`src/rtl/rxq_pkg.sv`:
```
package rxq_pkg;
  localparam int QDEPTH = 16;
  localparam int QPTR_W = $clog2(QDEPTH);
  localparam int ENT_W  = 12;
  localparam logic [ENT_W-1:0] BRK_ENTRY = 12'h400;

  typedef logic [ENT_W-1:0] entry_t;

  // strobes from control to datapath
  typedef struct packed {
    logic              wrEn;
    logic              selBrk;
    logic [QPTR_W-1:0] wrIdx;
    logic [QPTR_W-1:0] rdIdx;
    logic              statLoad;
    logic              statClr;
  } qctl_t;
endpackage

```
`src/rtl/rxq_ctrl.sv`:
```
module rxq_ctrl
  import rxq_pkg::*;
#(
  parameter int DEPTH = QDEPTH,
  parameter int TRIG  = 1
) (
  input  logic  clk,
  input  logic  rst_n,
  input  logic  fifoEn,
  input  logic  pushValid,
  input  logic  brkEvt,
  input  logic  rdStrobe,
  input  logic  statWr,
  output logic  pushReady,
  output logic  rxFull,
  output logic  rxEmpty,
  output logic  rxIrq,
  output qctl_t ctl
);
  localparam int CNT_W = $clog2(DEPTH + 1);
  localparam int PTR_W = $clog2(DEPTH);
  localparam logic [CNT_W-1:0] CNT_MAX  = CNT_W'(DEPTH);
  localparam logic [CNT_W-1:0] TRIG_C   = CNT_W'(TRIG);
  localparam logic [CNT_W-1:0] TRIG_LO  = CNT_W'(TRIG - 1);

  logic [CNT_W-1:0] count, cntAfterPop, cntNext;
  logic [PTR_W-1:0] headPtr;
  logic             fifoEnQ;
  logic             flush, pushReq, pushEff, popReq, popEff;

  assign flush     = fifoEn != fifoEnQ;
  assign pushReq   = pushValid | brkEvt;
  assign pushReady = fifoEn ? (count < CNT_MAX) : (count == '0);
  assign pushEff   = pushReq & pushReady & ~flush;
  assign popReq    = rdStrobe & ~flush;
  assign popEff    = popReq & (count != '0);

  assign cntAfterPop = count - CNT_W'(popEff);
  assign cntNext     = cntAfterPop + CNT_W'(pushEff);

  always_comb begin
    ctl.wrEn     = pushEff;
    ctl.selBrk   = brkEvt;
    ctl.wrIdx    = headPtr + count[PTR_W-1:0];
    ctl.rdIdx    = headPtr;
    ctl.statLoad = popReq;
    ctl.statClr  = statWr;
  end

  always_ff @(posedge clk or negedge rst_n) begin
    if (!rst_n) begin
      count   <= '0;
      headPtr <= '0;
      fifoEnQ <= 1'b0;
      rxFull  <= 1'b0;
      rxEmpty <= 1'b1;
      rxIrq   <= 1'b0;
    end else begin
      fifoEnQ <= fifoEn;
      if (flush) begin
        count   <= '0;
        headPtr <= '0;
      end else begin
        count <= cntNext;
        if (popEff) headPtr <= headPtr + PTR_W'(1);
        // full: push condition wins over read clear
        if (pushEff && (!fifoEn || cntNext == CNT_MAX)) rxFull <= 1'b1;
        else if (popReq)                                rxFull <= 1'b0;
        // empty: push wins over read set
        if (pushEff)                            rxEmpty <= 1'b0;
        else if (popReq && cntNext == '0)       rxEmpty <= 1'b1;
        // interrupt on exact trigger crossings
        if (pushEff && cntNext == TRIG_C)            rxIrq <= 1'b1;
        else if (popReq && cntAfterPop == TRIG_LO)   rxIrq <= 1'b0;
      end
    end
  end
endmodule

```
`src/rtl/rxq_data.sv`:
```
module rxq_data
  import rxq_pkg::*;
#(
  parameter int DEPTH = QDEPTH,
  parameter int EW    = ENT_W
) (
  input  logic          clk,
  input  logic          rst_n,
  input  qctl_t         ctl,
  input  logic [EW-1:0] pushEntry,
  output logic [EW-1:0] rdData,
  output logic [EW-9:0] statOut
);
  localparam int SW = EW - 8;

  logic [EW-1:0] mem [DEPTH];
  logic [EW-1:0] wrData;

  assign wrData = ctl.selBrk ? EW'(BRK_ENTRY) : pushEntry;
  assign rdData = mem[ctl.rdIdx];

  always_ff @(posedge clk or negedge rst_n) begin
    if (!rst_n) begin
      for (int i = 0; i < DEPTH; i++) mem[i] <= '0;
    end else if (ctl.wrEn) begin
      mem[ctl.wrIdx] <= wrData;
    end
  end

  always_ff @(posedge clk or negedge rst_n) begin
    if (!rst_n)            statOut <= '0;
    else if (ctl.statClr)  statOut <= '0;
    else if (ctl.statLoad) statOut <= rdData[EW-1:8];
  end

  logic [SW-1:0] unusedChk;
  assign unusedChk = statOut;
endmodule

```
`src/rtl/rx_char_queue.sv`:
```
module rx_char_queue
  import rxq_pkg::*;
#(
  parameter int DEPTH = QDEPTH,
  parameter int TRIG  = 1
) (
  input  logic              clk,
  input  logic              rst_n,
  input  logic              fifoEn,
  input  logic              pushValid,
  input  logic [ENT_W-1:0]  pushEntry,
  input  logic              brkEvt,
  output logic              pushReady,
  input  logic              rdStrobe,
  output logic [ENT_W-1:0]  rdData,
  input  logic              statWr,
  output logic [ENT_W-9:0]  statOut,
  output logic [7:0]        flagsOut,
  output logic              rxIrq
);
  qctl_t ctl;
  logic  rxFull, rxEmpty;

  rxq_ctrl #(.DEPTH(DEPTH), .TRIG(TRIG)) ctrl_i (
    .clk(clk), .rst_n(rst_n), .fifoEn(fifoEn), .pushValid(pushValid),
    .brkEvt(brkEvt), .rdStrobe(rdStrobe), .statWr(statWr),
    .pushReady(pushReady), .rxFull(rxFull), .rxEmpty(rxEmpty),
    .rxIrq(rxIrq), .ctl(ctl)
  );

  rxq_data #(.DEPTH(DEPTH), .EW(ENT_W)) data_i (
    .clk(clk), .rst_n(rst_n), .ctl(ctl), .pushEntry(pushEntry),
    .rdData(rdData), .statOut(statOut)
  );

  // transmit side is elsewhere: report it empty and not full
  assign flagsOut = {1'b1, rxFull, 1'b0, rxEmpty, 4'b0000};
endmodule

```
`config.mk`:
```
export PLATFORM = sky130hd
export DESIGN_NAME = rx_char_queue
export DESIGN_NICKNAME = d
export VERILOG_FILES = /design/src/rtl/rxq_pkg.sv /design/src/rtl/rxq_ctrl.sv /design/src/rtl/rxq_data.sv /design/src/rtl/rx_char_queue.sv
export SDC_FILE = /design/constraint.sdc
export NUM_CORES = 1
export LEC_CHECK = 0
export BUFFER_PORTS_ARGS = -buffer_cell sky130_fd_sc_hd__buf_2
export CORE_ASPECT_RATIO = 1.75
export CORE_MARGIN = 5
export CORE_UTILIZATION = 40
export DETAILED_ROUTE_END_ITERATION = 10
export PLACE_DENSITY = 0.63
export SLEW_MARGIN = 20
export SYNTH_ARGS = -nofsm -noshare
export SYNTH_HDL_FRONTEND = slang
export SYNTH_SLANG_ARGS = --single-unit
```
`constraint.sdc`:
```
create_clock -name clk -period 8.2 [get_ports clk]
set_input_delay 1.64 -clock clk [delete_from_list [all_inputs] [get_ports clk]]
set_output_delay 1.64 -clock clk [all_outputs]
set_load 0.05 [all_outputs]
```
==> results of run 1 <==
==> synth_stat cells, drive strengths merged (2+ instances only) <==
cell type,number,share of area (%)
ha,8,0.98
and2,3,0.21
a21oi,26,1.5
o22ai,2,0.12
nor3,11,1.4
inv,8,0.29
xnor2,6,0.84
mux2i,25,2.4
dfrtp,208,51
and3,4,0.24
mux2,96,11
nand3,23,1.8
or4,2,0.18
o21a,2,0.15
nor3b,2,0.15
clkbuf,22,0.81
a22oi,13,0.95
o41ai,2,0.17
buf,37,2.4
nor2b,16,0.98
or3,2,0.17
nor2,22,0.81
a221oi,8,0.69
nor4,2,0.12
conb,2,0.073
xor2,7,0.78
o21ai,116,5.7
nand2,127,4.7
mux4,32,7.0
nand2b,17,1.1
==> cell families (layout without fill, tap and decap cells) <==
logic type               after synthesis  after routing  share of synthesized area [%]
AO/OA/AOI/OAI                        180            180                           10.1
flip-flops                           209            209                           51.2
buffers and inverters                 67             89                           3.50
adder cells (fa/ha/maj)                9              9                           1.17
XOR/XNOR                              13             13                           1.63
other                                  2              6                         0.0735
multiplexers                         153            153                           20.1
AND/OR/NAND/NOR                      234            234                           12.3
==> routing by layer <==
| metal | track usage [%] | share of wire (%) | vias up |
|---|---|---|---|
| li1 | - | - | 3112 |
| met1 | 22.0 | 39 | 3374 |
| met2 | 31.5 | 53 | 150 |
| met3 | 2.17 | 3.9 | 43 |
| met4 | 7.47 | 4.0 | 0 |
| met5 | 0 | 0 | - |
==> area by class of cell <==
type	count	area (sq um)	share of cell area [%]
Clock buffer	31	613	5.46
Clock inverter	6	63.8	0.568
Inverter	8	30.0	0.267
Multi-Input combinational cell	595	4650	41.4
Sequential cell	209	5240	46.6
Tap cell	316	395	3.52
Timing Repair Buffer	44	244	2.17
==> worst register-to-register path: cells and delay by family, from the launching register on <==
family                     cells  cell delay, ns
and+or+nand+nor                5            1.32
xor gates and xnor gates       2            0.74
adders and majority gates      2            0.72
DFF                            1            0.44
AOI/OAI and AO/OA              2            0.22
==> final timing paths <==
| path | startpoint | end | slack, ns | cells past startpoint |
|---|---|---|---|---|
| worst max-delay path | ctrl_i.headPtr[0] | rdData[10] | 3.27 | 5 |
| worst min-delay path | data_i.mem[6] | data_i.mem[6] | 0.47 | 2 |
| worst max register to register | ctrl_i.fifoEnQ | ctrl_i.rxEmpty | 4.70 | 11 |
| worst min register to register | data_i.mem[6] | data_i.mem[6] | 0.47 | 2 |
| max in group asynchronous | rst_n | data_i.mem[63] | 5.63 | 2 |
| min in group asynchronous | rst_n | data_i.mem[143] | 1.24 | 1 |
==> stage by stage <==
stage | std cells | worst slack (ns)
after global placement | 1172 | 3.49
after detailed placement | 1172 | 3.40
final | 1209 | 3.27
after floorplan | 871 | 4.14
after CTS | 1209 | 3.17
after global routing | 1209 | 3.08
==> power breakdown <==
part / internal, W / switching, W
sequential: 0.00131 / 0.000190
clock: 0.000551 / 0.000400
combinational: 0.000582 / 0.000790
==> flip-flops by register name, indices dropped and copies added (netlist names) <==
name	count
data_i.mem	192
ctrl_i.count	5
ctrl_i.headPtr	4
data_i.statOut	4
ctrl_i.fifoEnQ	1
ctrl_i.rxEmpty	1
ctrl_i.rxFull	1
ctrl_i.rxIrq	1
==> summary.md, run 1 <==
| Metric | Value |
|---|---|
| Status | finished clean |
| Least-Margin Pin Slew | approximately 1.1 ns |
| Setup CP Type | flop to output pin |
| Initial drt markers | between 300 and 400 |
| Total power | 0.00382 W |
| Grt total ovfl | 0 |
| Post-synth EDFFs | 0 |
| Clock sink total | approximately 210 |
| Slowest stage delay, CP | 0.74 ns |
| H-tree levels | 1 |
| Post-Syn Area | ~10,000 sq um |
| Max FO, Critical Path | between 40 and 50 |
| Pwr/cell area | about 340 nW/um^2 |
| Vias in the first global route | between 6,000 and 7,000 |
| Crit path max-delay family | buffers and inverters |
| DR vias/cell | about 5.5 |
| Maximum VDD drop | 0.177 mV |
| Placed inst area | ~11,000 sq um |
| Hold slack | around 0.47 ns |
| Max-slew violations | 0 |
| Hold Fails Final Rpt | 0 |
| Core ar. | about 25,000 sq um |
| Post-CTS setup buffer count | 0 |
| Slew headroom | between 20 and 30% |
| Final HPWL DP | about 16,000 um |
| Tmin final | approximately 4.9 ns |
| Layout Nets | 907 |
| Slowest cell on crit path | buf_4 |
| Top Ports | 45 |
| Avg WL per Cell | slightly above 20 um |
| CTS tree | yes |
| Crit path capture type | output pin |
| N_diodes | 0 |
| Max Clk Rate | around 0.20 GHz |
| Sum of negative setup slack | 0 ns |
| Final Util | between 40% and 50% |
| Initial Util | 40.5% |
| CTS max path bufs | 3 |
| Final worst-path cycle share | between 60% and 70% |
| Sequential element share of the synthesized area | between 50% and 60% |
| Register bit count reported by yosys | 209 |
| Worst hold path class | flop to flop |
| GRT Util Overall | ~18% |
| Commonest non-fill, non-tap cells in the layout | dfrtp_1 (206), nand2_1 (126), o21ai_0 (103) |
| Initial antenna violation count | 0 |
| Post-CTS Hold Buffers | 0 |
| YS warnings | 0 |
| CP Launch Type | flop |
| Routability cong. | 0.785 |
| Synth Flop Type | dfrtp_1 |
| Post-route cell area | ~11,000 sq um |
| Post-synth cell types | 63 |
| Worst path cell trace | buf_4 -> mux4_2 -> a22oi_1 -> nand3_1 -> buf_2 |
| PostCTS Resize Cnt | 0 |
| Largest net degree at the start of global routing | about 110 |
| Clk Latency, worst-skew pair | 0.51 ns |
| Post-synth ARST share | between 90% and 100% |
| Chip Width | about 130 um |
| Die ar. | between 20,000 and 30,000 sq um |
| Lkg Pwr | 4.95 nW |
| Drt drc | 0 |
| Clock root cell | clkbuf_16 |
| 1st-pass router iterations | 4 |
| Final Skew | ~0.022 ns |
| Placement row count | 77 |
| Average cell area after synthesis | roughly 12 sq um |
| Setup-failing EPs final | 0 |
| Area Growth Syn to Fin | 9.89% |
| Port Buf Inserts | 38 |
| Fill cells | ~2,400 |
| Data arrival, critical path | 3.29 ns |
| First-pass GRT wire length | 40,100 um |
| Max-Cap Viols | 0 |
| Critical path required time | about 6.6 ns |
| Reg clk slew, reported paths | roughly 0.060 ns |
| Vias | 6,679 |
| Vert. Die Dim | 221 um |
| Most common cell after layout, fill and taps aside | dfrtp_1 |
| Worst path bufs/invs | 2 |
| Routed WL | ~25,000 um |
| Mapped Cells | a little under 900 |
| CTS Buf Count | 21 |
| Unrepaired setup endpoints after global routing | false |
| Share of cells above drive strength 1 | about a quarter |
| Post-DRT Antenna Nets | 0 |
(Power assumes the default switching activity.)
==> run 2: changes to the inputs <==
- PLACE_DENSITY: 0.63 -> 0.65
- clock period: 8.2 -> 4.2 ns (I/O delays scaled with it)
==> run 2 against run 1 <==
Net effect: worst setup slack worse by 2.6 ns; cell count is 0.99% higher; die area stayed put; cell area is 1.3% higher; largest power group unchanged.
==> summary.md, run 2 (synthesis results as in run 1) <==
| Metric | Value |
|---|---|
| Most common cell after layout, fill and taps aside | dfrtp_1 |
| CTS tree | yes |
| Routed WL | 24,700 um (-1.4%) |
| 1st-pass router iterations | 4 (unchanged) |
| CTS max path bufs | 3 (unchanged) |
| Final Skew | 0.00964 ns (-0.0122 ns) |
| Initial antenna violation count | 0 (unchanged) |
| Final HPWL DP | 16,200 um (+2.7%) |
| Setup-failing EPs final | 0 (unchanged) |
| Area Growth Syn to Fin | 11.3% |
| Tmin final | around 3.5 ns |
| CP startpoint | ctrl_i.headPtr[2] |
| Data arrival, critical path | 2.71 ns (-0.58 ns) |
| Post-DRT Antenna Nets | 0 (unchanged) |
| N_diodes | 0 (unchanged) |
| CTS Buf Count | 20 (-4.8%) |
| Placed inst area | 10,700 sq um (+1.1%) |
| Chip Width | 131 um (unchanged) |
| Placement row count | 77 (unchanged) |
| Initial Util | 40.5% (unchanged) |
| Capture point of the worst reg-to-reg path | ctrl_i.rxFull |
| Fill cells | 2,341 (-1.0%) |
| Clk Latency, worst-skew pair | 0.50 ns (about the same) |
| Vias in the first global route | 7,027 (+1.2%) |
| Port Buf Inserts | 38 (unchanged) |
| Pwr/cell area | 668 nW/um^2 (+96%) |
| Post-CTS setup buffer count | 0 (unchanged) |
| Sum of negative setup slack | 0 ns (unchanged) |
| Worst hold path class | input port to async pin |
| Slew headroom | 32.4% (+4.1 points) |
| Worst setup endpoint | rdData[7] |
| Largest register FFs | 192 (unchanged) |
| H-tree levels | 1 (unchanged) |
| Max Clk Rate | 0.282 GHz |
| Vias | 6,710 (+0.46%) |
| CP Launch Type | flop |
| Crit path capture type | output pin |
| R2r setup slk | 1.02 ns (-3.68 ns) |
| Avg WL per Cell | 20.2 um (-2.4%) |
| First-pass GRT wire length | 39,700 um (-1.1%) |
| Least-Margin Pin Slew | 1.01 ns (-0.0578 ns) |
| Max-slew violations | 0 (unchanged) |
| Commonest non-fill, non-tap cells in the layout | dfrtp_1 (206), nand2_1 (126), o21ai_0 (103) |
| Initial drt markers | 286 (-16%) |
| Layout Nets | 919 (+1.3%) |
| Maximum VDD drop | 0.375 mV (+110%) |
| Clock root cell | clkbuf_16 |
| Max FO, Critical Path | 11 (-74%) |
| Unrepaired setup endpoints after global routing | false |
| Status | finished clean |
| Top reg by flops | data_i.mem |
| Reg clk slew, reported paths | 0.07 ns (about the same) |
| Max-Cap Viols | 0 (unchanged) |
| Largest registers | data_i.mem: 192 flops, ctrl_i.count: 5 flops |
| Vert. Die Dim | 221 um (unchanged) |
| Post-route cell area | 11,400 sq um (+1.3%) |
| Hold Fails Final Rpt | 0 (unchanged) |
| R2R depth | 11 (unchanged) |
| RR Startpoint | ctrl_i.count[3] |
| GRT Util Overall | 17.6% (-0.44 points) |
| Routability cong. | 0.762 (-2.9%) |
| Top Ports | 45 (unchanged) |
| Clock sink total | 209 (unchanged) |
| Setup CP Type | flop to output pin |
| Final worst-path cycle share | roughly 84% |
| Share of cells above drive strength 1 | 26.9% (+0.98 points) |
| Grt total ovfl | 0 (unchanged) |
| DR vias/cell | 5.50 (-0.52%) |
| Core ar. | 25,200 sq um (unchanged) |
| Largest net degree at the start of global routing | 113 (unchanged) |
| Die ar. | 29,000 sq um (unchanged) |
| Lkg Pwr | 5.04 nW (+1.8%) |
| Drt drc | 0 (unchanged) |
| Critical path required time | 3.36 ns (-3.20 ns) |
| Post-CTS Hold Buffers | 0 (unchanged) |
| PostCTS Resize Cnt | 0 (unchanged) |
[run 2: worst min path at each step]
stage	startpoint	endpoint	cells past startpoint	slack (ns)
detailed placement	data_i.mem[69]	data_i.mem[69]	2	0.47
global route	data_i.mem[66]	data_i.mem[66]	2	0.50
CTS	data_i.mem[68]	data_i.mem[68]	2	0.48
floorplan	data_i.mem[23]	data_i.mem[23]	2	0.44
global placement	data_i.mem[1]	data_i.mem[1]	2	0.46
finish	rst_n	data_i.mem[70]	1	0.43
[run 2: cell type report]
type	count	area, sq um	area share, %
multi-input combinational	595	4650	40.9
clock buffer	29	586	5.15
sequential	209	5240	46.0
clock inverter	7	114	1.00
tap	316	395	3.47
inverter	8	30.0	0.264
timing repair buffer	57	367	3.22
[run 2: power by group]
group | total, W | switching (W) | internal, W
Combinational | 0.00281 | 0.00163 | 0.00118
Sequential | 0.00287 | 0.000312 | 0.00255
Clock | 0.00193 | 0.000769 | 0.00116
[run 2: worst max-delay path, cell delays in order, from the launching register on]
cell,delay (ns)
dfrtp_1,0.63
buf_4,0.30
and2_1,0.47
a221oi_1,0.18
a22oi_1,0.23
nand2_1,0.14
buf_2,0.25
[run 2: metrics by stage]
stage	utilization (%)	power, W	setup WS [ns]	std cells	hold WS (ns)
after floorplan	-	0.00506	0.936	871	0.444
after global placement	42.3	0.00569	0.718	1185	0.456
after detailed placement	42.3	0.00573	0.606	1185	0.466
after CTS	45.1	0.00769	0.609	1221	0.481
after global routing	45.1	0.00804	0.528	1221	0.496
final	45.1	0.00760	0.653	1221	0.431
[run 2: routing by layer]
metal,global-route usage [%],wire (um)
met3,2.00,815
met2,31.7,13400
met4,5.61,633
met1,21.5,9790
met5,0,0
==> run 3: changes to the inputs <==
- ABC_AREA: default -> 1
- clock period: 4.2 -> 3.25 ns (I/O delays scaled with it)
==> run 3 against run 2 <==
Net effect: clock skew down 0.00066 ns; cell area up 2.2%; first-iteration DRC count up 120%; die area up 1.9%; flip-flop and latch count unchanged; register-to-register slack worse by 0.40 ns; wire length up 18%; core utilization down 0.10 points; hold slack worse by 0.24 ns; sequential power up 39%; area after synthesis up 2.1%; highest routed layer unchanged.
==> summary.md, run 3 <==
| Metric | Value |
|---|---|
| Status | finished clean |
| Top cells by count, synth | nand2_1 (646), dfrtp_1 (208), nor2_1 (158) |
| Top reg by flops | data_i.mem |
| Most common cell after layout, fill and taps aside | nand2_1 |
| Tmin final | a little over 3 ns |
| Share of the synthesized area in the top cell type | 49.9% (-1.0 points) |
| Die ar. | 29,500 sq um (+1.9%) |
| YS warnings | 0 (unchanged) |
| Worst hold path class | input port to async pin |
| Grt total ovfl | 0 (unchanged) |
| Initial antenna violation count | 0 (unchanged) |
| Clk Latency, worst-skew pair | 0.51 ns (about the same) |
| CTS max path bufs | 3 (unchanged) |
| Final Util | 45.0% (-0.10 points) |
| CTS Buf Count | 20 (unchanged) |
| GRT Util Overall | 19.6% (+2.1 points) |
| Sum of negative setup slack | 0 ns (unchanged) |
| R2r setup slk | 0.62 ns (-0.40 ns) |
| Routability cong. | 0.866 (+14%) |
| Layout Nets | 1,419 (+54%) |
| Slowest stage delay, CP | 0.46 ns (-0.17 ns) |
| Vert. Die Dim | 224 um (+0.98%) |
| Unrepaired setup endpoints after global routing | false |
| Port Buf Inserts | 38 (unchanged) |
| CTS tree | yes |
| Worst path cell trace | inv_4 -> buf_12 -> buf_4 -> nor2_1 -> nor2_1 -> o21ai_0 -> o211ai_1 -> o211ai_1 -> nand2_1 -> buf_2 |
| Post-synth cell types | 34 (-46%) |
| Placement row count | 78 (+1.3%) |
| Vias in the first global route | 8,857 (+26%) |
| Data arrival, critical path | 2.40 ns (-0.31 ns) |
| Chip Width | 132 um (+0.94%) |
| R2R depth | 14 (+3) |
| Worst path bufs/invs | 4 (+2) |
| Average cell area after synthesis | 7.52 sq um (-36%) |
| Crit path max-delay family | buffers and inverters |
| Pwr/cell area | 934 nW/um^2 (+40%) |
| Vias | 8,717 (+30%) |
| Max Clk Rate | between 0.3 and 0.4 GHz |
| Top-count cell post-synth | nand2_1 |
| Post-DRT Antenna Nets | 0 (unchanged) |
| Crit path capture type | output pin |
| Avg WL per Cell | 16.9 um (-16%) |
| Slew headroom | 38.9% (+6.4 points) |
| Yosys top cell by area | dfrtp_1 |
| Clock root cell | clkbuf_16 |
| Register bit count reported by yosys | 209 (unchanged) |
| Maximum VDD drop | 0.421 mV (+12%) |
| Sequential element share of the synthesized area | 50.1% (-1.0 points) |
| Share of cells above drive strength 1 | 10.3% (-17 points) |
| Max-Cap Viols | 0 (unchanged) |
| Setup CP Type | flop to output pin |
| Max FO, Critical Path | 31 (+20) |
| Critical path required time | 2.60 ns (-0.76 ns) |
| Lkg Pwr | 6.31 nW (+25%) |
| Core ar. | 25,900 sq um (+2.5%) |
| Drt drc | 0 (unchanged) |
| Routed WL | 29,100 um (+18%) |
| H-tree levels | 1 (unchanged) |
| Top Ports | 45 (unchanged) |
| Mapped Cells | 1,387 (+60%) |
| Area contributors post-synth | dfrtp_1 (50%), nand2_1 (23%), nor2_1 (5.7%), o21ai_0 (4.7%), o211ai_1 (2.9%) |
| Synth Flop Type | dfrtp_1 |
| Max-slew violations | 0 (unchanged) |
| DR vias/cell | 5.05 (-8.0%) |
| Dpl cells | 1,689 (+43%) |
| Post-synth ARST share | 100% (unchanged) |
| Initial Util | 40.3% (-0.16 points) |
| Clock sink total | 209 (unchanged) |
| Least-Margin Pin Slew | 0.914 ns (-0.0998 ns) |
| Slowest cell on crit path | dfrtp_2 |
| 1st-pass router iterations | 5 (+1) |
| Final worst-path cycle share | between 90% and 100% |
| Area of the multi-input gates | 4590 sq um (-1.4%) |
| Post-Syn Area | 10,400 sq um (+2.1%) |
| Hold Fails Final Rpt | 0 (unchanged) |
| Finished Layout Cells | 1,725 (+41%) |
| Setup-failing EPs final | 0 (unchanged) |
| Commonest non-fill, non-tap cells in the layout | nand2_1 (646), dfrtp_1 (206), nor2_1 (157) |
| Largest net degree at the start of global routing | 82 (-27%) |
| Post-CTS Hold Buffers | 0 (unchanged) |
| First-pass GRT wire length | 47,300 um (+19%) |
| Largest registers | data_i.mem: 192 flops, ctrl_i.count: 5 flops |
| CP Launch Type | flop |
| Reg clk slew, reported paths | 0.07 ns (about the same) |
| Area Growth Syn to Fin | 11.5% |
| Largest register FFs | 192 (unchanged) |
| Initial drt markers | 624 (+120%) |
| Post-synth EDFFs | 0 (unchanged) |
| N_diodes | 0 (unchanged) |
| Fill cells | 2,503 (+6.9%) |
| Final HPWL DP | 19,400 um (+19%) |
| Final Skew | 0.00898 ns (-0.000660 ns) |
| Register area | 5230 sq um (about the same) |
| Critical Path Stages | 10 (+4) |
[run 3: layer usage]
layer,vias up,part of all wire [%],GRT usage (%)
li1,4309,-,-
met5,-,0,0
met4,0,4.1,8.83
met3,73,4.2,1.89
met2,222,53,36.5
met1,4113,39,22.6
[run 3: where the power goes]
part	total, W	switching [W]	internal, W	leakage [nW]
combinational	0.00433	0.00304	0.00129	3.13
clock	0.00254	0.00102	0.00152	0.351
sequential	0.00399	0.000495	0.00349	2.82
total	0.0109	0.00456	0.00630	6.31
[run 3: layout make-up]
cell class / count / share of cell area [%]
Clock buffer: 29 / 5.12
Clock inverter: 7 / 0.979
Inverter: 48 / 1.59
Tap cell: 320 / 3.44
Sequential cell: 209 / 45.0
Multi-Input combinational cell: 1042 / 39.4
Timing Repair Buffer: 70 / 4.45
[run 3: kinds of logic (layout without fill, tap and decap cells)]
| family | Yosys count | in the layout | share of synthesized area, % |
|---|---|---|---|
| compound gates | 152 | 152 | 8.60 |
| xor+xnor | 4 | 4 | 0.408 |
| fa+ha+maj | 9 | 9 | 1.15 |
| buf+inv | 140 | 154 | 6.08 |
| flops | 209 | 209 | 50.1 |
| mux | 8 | 8 | 0.768 |
| other cells | 2 | 6 | 0.0720 |
| simple gates | 863 | 863 | 32.8 |
[run 3: what timing repair did]
action                                 4_1_cts  5_1_grt
setup endpoints to repair                    0        7
gates resized for setup                      0        3
setup buffers                                0        0
endpoints found under the hold margin        0        0
[run 3: per-stage QoR]
| stage | area (sq um) | hold slack [ns] | power (W) | setup slack (ns) |
|---|---|---|---|---|
| floorplan | 10400 | 0.354 | 0.00715 | 0.648 |
| global placement | 10900 | 0.448 | 0.00827 | 0.410 |
| detailed placement | 10900 | 0.453 | 0.00838 | 0.365 |
| CTS | 11600 | 0.208 | 0.0109 | 0.0592 |
| global route | 11600 | 0.239 | 0.0116 | 0.0477 |
| finish | 11600 | 0.188 | 0.0109 | 0.197 |
[run 3: path summary, 6_finish.rpt]
path | startpoint | endpoint
max in group asynchronous | rst_n | data_i.mem[94]
min in group clk | fifoEn | ctrl_i.fifoEnQ
worst min register to register | data_i.mem[44] | data_i.mem[44]
worst max-delay path | ctrl_i.headPtr[0] | rdData[2]
worst min-delay path | rst_n | data_i.mem[104]
worst max register to register | ctrl_i.count[1] | ctrl_i.rxEmpty
